$ cat src/rtl/blkrsp_pkg.sv
package blkrsp_pkg;
  localparam int TYPE_W = 5;
  localparam int IDX_W  = 7;
  localparam int BYTE_W = 8;
  localparam int MSG_W  = 10;
  localparam int LIM_W  = 8;
  localparam int SIZE_W = BYTE_W + 1;

  localparam logic [7:0] MT_LARGE  = 8'h07;
  localparam logic [7:0] MT_MEDIUM = 8'h08;
  localparam logic [7:0] MT_SMALL  = 8'h09;
  localparam logic [7:0] MT_RESP   = 8'h03;

  localparam int SMALL_TW = 4;
  localparam int MED_TW   = 3;
  localparam int LARGE_TW = 2;
  localparam logic [TYPE_W-1:0] MED_BASE   = TYPE_W'(1 << SMALL_TW);
  localparam logic [TYPE_W-1:0] LARGE_BASE = MED_BASE + TYPE_W'(1 << MED_TW);
  localparam logic [LIM_W-1:0]  SMALL_LEN  = LIM_W'(32);
  localparam logic [LIM_W-1:0]  MED_LEN    = LIM_W'(64);
  localparam logic [LIM_W-1:0]  LARGE_LEN  = LIM_W'(128);
  localparam int CRC_FLAG_BIT = 9;

  typedef enum logic [1:0] {
    KIND_DATA = 2'd0,
    KIND_CRC  = 2'd1,
    KIND_ERR  = 2'd2
  } rsp_kind_e;

  typedef enum logic [1:0] {
    ERR_BAD_TYPE  = 2'd0,
    ERR_BAD_INDEX = 2'd1,
    ERR_TRUNC     = 2'd2,
    ERR_OTHER     = 2'd3
  } err_code_e;

  typedef struct packed {
    logic [TYPE_W-1:0] btype;
    logic [IDX_W-1:0]  index;
    logic              want_crc;
    logic [LIM_W-1:0]  limit;
  } req_fields_t;
endpackage

$ cat src/rtl/blkrsp_decode.sv
module blkrsp_decode
  import blkrsp_pkg::*;
(
  input  logic [7:0]       msg_type,
  input  logic [MSG_W-1:0] msg_data,
  output logic             known,
  output req_fields_t      fields
);
  always_comb begin
    known           = 1'b1;
    fields.want_crc = msg_data[CRC_FLAG_BIT];
    fields.btype    = '0;
    fields.index    = '0;
    fields.limit    = SMALL_LEN;
    case (msg_type)
      MT_SMALL: begin
        fields.btype = TYPE_W'(msg_data[SMALL_TW-1:0]);
        fields.index = IDX_W'(msg_data[8:SMALL_TW]);
        fields.limit = SMALL_LEN;
      end
      MT_MEDIUM: begin
        fields.btype = MED_BASE + TYPE_W'(msg_data[MED_TW-1:0]);
        fields.index = IDX_W'(msg_data[8:MED_TW]);
        fields.limit = MED_LEN;
      end
      MT_LARGE: begin
        fields.btype = LARGE_BASE + TYPE_W'(msg_data[LARGE_TW-1:0]);
        fields.index = IDX_W'(msg_data[8:LARGE_TW]);
        fields.limit = LARGE_LEN;
      end
      default: known = 1'b0;
    endcase
  end
endmodule

$ cat src/rtl/blkrsp_crc8.sv
module blkrsp_crc8 #(
  parameter int          W    = 8,
  parameter logic [W-1:0] POLY = 8'h97
) (
  input  logic         clk,
  input  logic         rst_n,
  input  logic         clr,
  input  logic         en,
  input  logic [W-1:0] din,
  output logic [W-1:0] crc_next
);
  logic [W-1:0] crc_q;
  logic [W-1:0] crc_d;

  always_comb begin
    logic [W-1:0] acc;
    acc = crc_q ^ din;
    for (int b = 0; b < W; b++) begin
      acc = acc[W-1] ? ((acc << 1) ^ POLY) : (acc << 1);
    end
    crc_next = acc;
  end

  always_comb begin
    crc_d = crc_q;
    if (clr)     crc_d = '0;
    else if (en) crc_d = crc_next;
  end

  always_ff @(posedge clk or negedge rst_n) begin
    if (!rst_n) crc_q <= '0;
    else        crc_q <= crc_d;
  end
endmodule

$ cat src/rtl/blkrsp_top.sv
module blkrsp_top
  import blkrsp_pkg::*;
(
  input  logic              clk,
  input  logic              rst_n,
  input  logic              req_valid,
  input  logic [7:0]        req_msg_type,
  input  logic [MSG_W-1:0]  req_data,
  output logic              busy,
  output logic              rsp_valid,
  output logic [7:0]        rsp_msg_type,
  output logic [MSG_W-1:0]  rsp_data,
  output logic [TYPE_W-1:0] st_type,
  output logic [IDX_W-1:0]  st_byte,
  input  logic              st_hit,
  input  logic [BYTE_W-1:0] st_rdata
);
  typedef enum logic [1:0] {S_IDLE, S_HDR, S_FETCH, S_CRC} state_e;

  state_e             state_q, state_d;
  req_fields_t        req_q, req_d, dec_fields;
  logic               dec_known;
  logic [SIZE_W-1:0]  size_q, size_d, hdr_size;
  logic [IDX_W-1:0]   ptr_q, ptr_d;
  logic               rv_q, rv_d;
  logic [MSG_W-1:0]   rd_q, rd_d;
  logic               accept, crc_clr, crc_en;
  logic [BYTE_W-1:0]  crc_val;

  blkrsp_decode u_dec (
    .msg_type (req_msg_type),
    .msg_data (req_data),
    .known    (dec_known),
    .fields   (dec_fields)
  );

  blkrsp_crc8 #(.W(BYTE_W), .POLY(8'h97)) u_crc (
    .clk      (clk),
    .rst_n    (rst_n),
    .clr      (crc_clr),
    .en       (crc_en),
    .din      (st_rdata),
    .crc_next (crc_val)
  );

  assign accept   = (state_q == S_IDLE) && req_valid && dec_known;
  assign hdr_size = SIZE_W'(st_rdata) + SIZE_W'(2);
  assign st_type  = req_q.btype;
  assign st_byte  = (state_q == S_HDR)   ? IDX_W'(1) :
                    (state_q == S_FETCH) ? req_q.index : ptr_q;

  always_comb begin
    state_d = state_q;
    req_d   = req_q;
    size_d  = size_q;
    ptr_d   = ptr_q;
    rv_d    = 1'b0;
    rd_d    = rd_q;
    crc_clr = 1'b0;
    crc_en  = 1'b0;
    case (state_q)
      S_IDLE: begin
        if (accept) begin
          req_d   = dec_fields;
          crc_clr = 1'b1;
          state_d = S_HDR;
        end
      end
      S_HDR: begin
        if (!st_hit) begin
          rv_d = 1'b1; rd_d = {6'd0, ERR_BAD_TYPE, KIND_ERR}; state_d = S_IDLE;
        end else if (hdr_size > SIZE_W'(req_q.limit)) begin
          rv_d = 1'b1; rd_d = {6'd0, ERR_TRUNC, KIND_ERR}; state_d = S_IDLE;
        end else if (req_q.want_crc) begin
          size_d  = hdr_size;
          ptr_d   = '0;
          state_d = S_CRC;
        end else if (SIZE_W'(req_q.index) >= hdr_size) begin
          rv_d = 1'b1; rd_d = {6'd0, ERR_BAD_INDEX, KIND_ERR}; state_d = S_IDLE;
        end else begin
          state_d = S_FETCH;
        end
      end
      S_FETCH: begin
        rv_d    = 1'b1;
        rd_d    = {st_rdata, KIND_DATA};
        state_d = S_IDLE;
      end
      S_CRC: begin
        crc_en = 1'b1;
        ptr_d  = ptr_q + IDX_W'(1);
        if (SIZE_W'(ptr_q) == size_q - SIZE_W'(1)) begin
          rv_d    = 1'b1;
          rd_d    = {crc_val, KIND_CRC};
          state_d = S_IDLE;
        end
      end
      default: state_d = S_IDLE;
    endcase
  end

  always_ff @(posedge clk or negedge rst_n) begin
    if (!rst_n) begin
      state_q <= S_IDLE;
      req_q   <= '0;
      size_q  <= '0;
      ptr_q   <= '0;
      rv_q    <= 1'b0;
      rd_q    <= '0;
    end else begin
      state_q <= state_d;
      req_q   <= req_d;
      size_q  <= size_d;
      ptr_q   <= ptr_d;
      rv_q    <= rv_d;
      rd_q    <= rd_d;
    end
  end

  assign busy         = (state_q != S_IDLE);
  assign rsp_valid    = rv_q;
  assign rsp_data     = rd_q;
  assign rsp_msg_type = rv_q ? MT_RESP : 8'h00;
endmodule

$ cat config.mk
export PLATFORM = sky130hd
export DESIGN_NAME = blkrsp_top
export DESIGN_NICKNAME = d
export VERILOG_FILES = /design/src/rtl/blkrsp_pkg.sv /design/src/rtl/blkrsp_decode.sv /design/src/rtl/blkrsp_crc8.sv /design/src/rtl/blkrsp_top.sv
export SDC_FILE = /design/constraint.sdc
export NUM_CORES = 1
export LEC_CHECK = 0
export CAP_MARGIN = 20
export CELL_PAD_IN_SITES_DETAIL_PLACEMENT = 1
export CELL_PAD_IN_SITES_GLOBAL_PLACEMENT = 1
export CORE_UTILIZATION = 36
export DETAILED_ROUTE_END_ITERATION = 8
export PLACE_DENSITY_LB_ADDON = 0.05
export SLEW_MARGIN = 40
export SYNTH_ARGS = -nofsm -noshare
export SYNTH_HDL_FRONTEND = slang
export SYNTH_SLANG_ARGS = --single-unit
$ cat constraint.sdc
create_clock -name clk -period 2.5 [get_ports clk]
set_input_delay 0.375 -clock clk [delete_from_list [all_inputs] [get_ports clk]]
set_output_delay 0.375 -clock clk [all_outputs]
set_load 0.01 [all_outputs]
==> results.rst <==
.. list-table::
   :header-rows: 1

   * - Metric
     - Value
   * - Max-capacitance violation count
     - 0
   * - Tcrit/Tclk final
     - 103%
   * - Worst setup SP type
     - flop
   * - Kind of end point of the critical path
     - flop
   * - Commonest non-fill, non-tap cells in the layout
     - 70 x sky130_fd_sc_hd__buf_4, 53 x sky130_fd_sc_hd__dfrtp_1, 49 x sky130_fd_sc_hd__nand2_1
   * - Final slew viol count
     - 0
   * - Count of final setup violators
     - 9
   * - Setup repair after global routing missed its margin
     - true
   * - Clock share of power
     - 10.8%
   * - Number of different library cells in the post-synthesis netlist
     - 62
   * - Initial Utilization
     - 37.3%
   * - Avg Vias per Cell
     - 5.19
   * - Proportion of power drawn by combinational gates
     - 60.2%
   * - Clock slew seen by the registers of the worst setup and hold paths
     - 90 ps
   * - Layout cells sized above 1
     - 25.3%
   * - Clock latency of the later-clocked register in the worst-skew pair
     - 310 ps
   * - Shortest clock period the worst path allows after layout
     - 2580 ps
   * - FF+latch count, synth
     - 53
   * - Result of the run
     - complete, but fails checks
   * - Sequential cell fraction of total power
     - 29.0%
   * - Placement row count
     - 35
   * - Transition time of the tightest slew-check pin
     - 643 ps
   * - Average cell area after synthesis
     - 8.97 µm²
   * - Die width
     - 100 µm
   * - Post-Route Skew
     - 10.0 ps
   * - Count of yosys warnings during synthesis
     - 0
   * - Post-layout instance area
     - 0.00489 mm²
   * - Cell area after synthesis
     - 0.00346 mm²
   * - Final Non-Filler Cells
     - 628
   * - DRC marker count from the first detailed-route iteration
     - 142
   * - Number of standard cells after synthesis
     - 386
   * - Syn-to-layout area delta
     - 41.3%
   * - Total GRT Usage
     - 22.2%
   * - Drt drc
     - 0
   * - Drt first pass iters
     - 4
   * - Height of the die
     - 100 µm
   * - Port bufs
     - 55
   * - Maximum number of pins on one net before global-route repair
     - 29
   * - Worst-path fanout max
     - 8
   * - Vias post-DR
     - 3262
   * - Signal arrival time at the worst endpoint
     - 2790 ps
   * - P per Cell Area
     - 962 mW/mm²
   * - Required @ worst endpoint
     - 2700 ps
   * - Cell Count Post-Placement
     - 609
   * - Final wirelength
     - 10500 µm
   * - Worst hold path type
     - input port to async pin
   * - Number of flops mapped to enable cells by yosys
     - 0
   * - Worst reg-to-reg setup slack
     - -80 ps
   * - Root Buffer
     - sky130_fd_sc_hd__clkbuf_8
   * - Most frequent standard cell in the layout excluding fill and tap cells
     - sky130_fd_sc_hd__buf_4
   * - Inserted Clock Buffers
     - 5
   * - Core Area
     - 0.00928 mm²
   * - # IOs
     - 62
   * - Number of hold-repair buffers added at the cts stage
     - 0
   * - Wire length of the first global-routing pass
     - 17300 µm
   * - # diodes
     - 0
   * - HPWL after DPL
     - 8040 µm
   * - Number of cell instances on the worst register-to-register path
     - 9
   * - Sw frac
     - 39.9%
   * - Pwr Total
     - 4.70 mW
   * - Placed instance area
     - 0.00454 mm²
   * - Initial antenna violation count
     - 0
   * - Number of filler instances in the final layout
     - 1094
   * - RR Endpoint
     - rsp_data[7]
   * - Placer's final routability congestion estimate
     - 0.886
   * - CTS H-tree lvls
     - 2
   * - Final core utilization
     - 52.7%
   * - Leading register cell type out of synthesis
     - sky130_fd_sc_hd__dfrtp_1
   * - FF-to-FF Start
     - size_q[3]
   * - CTS tree
     - done
   * - Final setup margin
     - -82.3 ps
   * - Via count of the first global-routing pass
     - 3444
   * - Maximum number of buffers from clock root to sink
     - 2
   * - Average wire per cell in the routed design
     - 16.7 µm
   * - Max Clock Freq
     - 387 MHz
   * - Int Power
     - 2.82 mW
   * - Congestion Overflow GR
     - 0
   * - Peak supply drop
     - 0.512 mV
   * - Final Hold Violating Endpoints
     - 0
   * - Critical path class
     - flop to flop
   * - Worst slack after detailed placement
     - -769 ps
   * - Fraction of the yosys area taken by sequential cells
     - 38.3%
   * - Max-slew headroom
     - 57.2%
   * - Final Net Count
     - 538
   * - Switch Pwr
     - 1.88 mW
   * - Proportion of register bits with asynchronous set or reset after synthesis
     - 100%
   * - Violated checks
     - setup timing
   * - Number of clock sinks
     - 53
   * - Number of nets with antenna violations after routing
     - 0
   * - Leakage dissipation
     - 2.14 nW
   * - Area enclosed by the die boundary
     - 0.0100 mm²
==> kinds of logic after synthesis <==
| group | count (synthesis) | share of synthesized area, % |
|---|---|---|
| and+or+nand+nor | 127 | 18.2 |
| buffers and inverters | 43 | 6.33 |
| muxes | 16 | 4.92 |
| other | 1 | 0.108 |
| xor gates and xnor gates | 45 | 11.4 |
| DFF | 53 | 38.3 |
| AOI/OAI and AO/OA | 91 | 17.2 |
| adders and majority gates | 10 | 3.54 |
==> cell type report <==
class	instances	area, µm²	share of cell area, %
Clock buffer	6	82.6	1.69
Clock inverter	1	7.51	0.154
Inverter	10	37.5	0.768
Multi-Input combinational cell	295	2080	42.5
Sequential cell	53	1330	27.1
Tap cell	129	161	3.30
Timing Repair Buffer	134	1190	24.4
==> repair_timing <==
action / CTS / global route
gates resized for setup: 28 / 17
pin swaps: 15 / 12
setup buffers: 7 / 3
setup endpoints to repair: 29 / 29
gates cloned: 2 / 0
==> cells in the mapped netlist, types with 4 or more instances <==
cell	number	share of area, %
sky130_fd_sc_hd__a21oi_1	14	2.0
sky130_fd_sc_hd__a31oi_1	6	1.1
sky130_fd_sc_hd__and2_1	4	0.72
sky130_fd_sc_hd__buf_4	15	3.3
sky130_fd_sc_hd__clkbuf_1	16	1.7
sky130_fd_sc_hd__dfrtp_1	53	38
sky130_fd_sc_hd__ha_1	9	3.3
sky130_fd_sc_hd__inv_1	9	0.98
sky130_fd_sc_hd__mux2_2	4	1.3
sky130_fd_sc_hd__mux2i_1	11	3.2
sky130_fd_sc_hd__nand2_1	49	5.3
sky130_fd_sc_hd__nand3_1	11	1.6
sky130_fd_sc_hd__nand4_1	6	1.1
sky130_fd_sc_hd__nor2_1	24	2.6
sky130_fd_sc_hd__nor3_1	6	0.87
sky130_fd_sc_hd__o21ai_0	36	5.2
sky130_fd_sc_hd__o2bb2ai_1	5	1.3
sky130_fd_sc_hd__xnor2_1	31	7.8
sky130_fd_sc_hd__xor2_1	14	3.5
==> per-layer routing <==
layer | track usage (%) | vias to the layer above | routed length (µm)
li1 | - | 1570 | -
met1 | 30.6 | 1608 | 5020
met2 | 36.9 | 73 | 4890
met3 | 3.13 | 11 | 448
met4 | 5.57 | 0 | 140
met5 | 0 | - | 0
==> critical path: stages, from the launching register on <==
cell                      delay (ps)
sky130_fd_sc_hd__dfrtp_1         390
sky130_fd_sc_hd__or4_4           540
sky130_fd_sc_hd__or4_1           400
sky130_fd_sc_hd__and3_4          200
sky130_fd_sc_hd__o31ai_4         180
sky130_fd_sc_hd__nand3_2         140
sky130_fd_sc_hd__a21oi_4         210
sky130_fd_sc_hd__nand2_4          70
sky130_fd_sc_hd__buf_6           140
sky130_fd_sc_hd__a21o_2          200
==> stage by stage <==
stage	hold WS (ps)	setup TNS, ps
final	80.1	-366
after global routing	134	-2100
after CTS	107	-1170
after detailed placement	441	-17610
after global placement	439	-16060
after floorplan	79.4	-158
==> how the worst max path moves through the flow <==
stage | start | end | slack (ps) | cells past startpoint
floorplan | size_q[0] | rsp_data[3] | -100 | 8
global placement | st_rdata[1] | rsp_data[3] | -710 | 12
detailed placement | st_rdata[1] | rsp_data[3] | -770 | 12
CTS | size_q[3] | rsp_data[7] | -160 | 9
global route | size_q[0] | rsp_data[0] | -230 | 12
finish | size_q[3] | rsp_data[7] | -80 | 9
==> sequential cells by signal, summed over array words and instances (netlist names) <==
signal       flops
rsp_data        10
req_q           11
rsp_valid        1
state_q          2
u_crc.crc_q      8
ptr_q            7
size_q           9
st_type          5
==> power by group through the flow <==
stage                     clock, mW  combinational [mW]  sequential (mW)
final                         0.506                2.83             1.36
after global routing          0.556                3.11             1.40
after CTS                     0.521                2.78             1.37
after detailed placement          0                2.70             1.38
after global placement            0                2.65             1.37
after floorplan                   0                1.64             1.30
No activity file was read; power rests on OpenSTA's default activity.
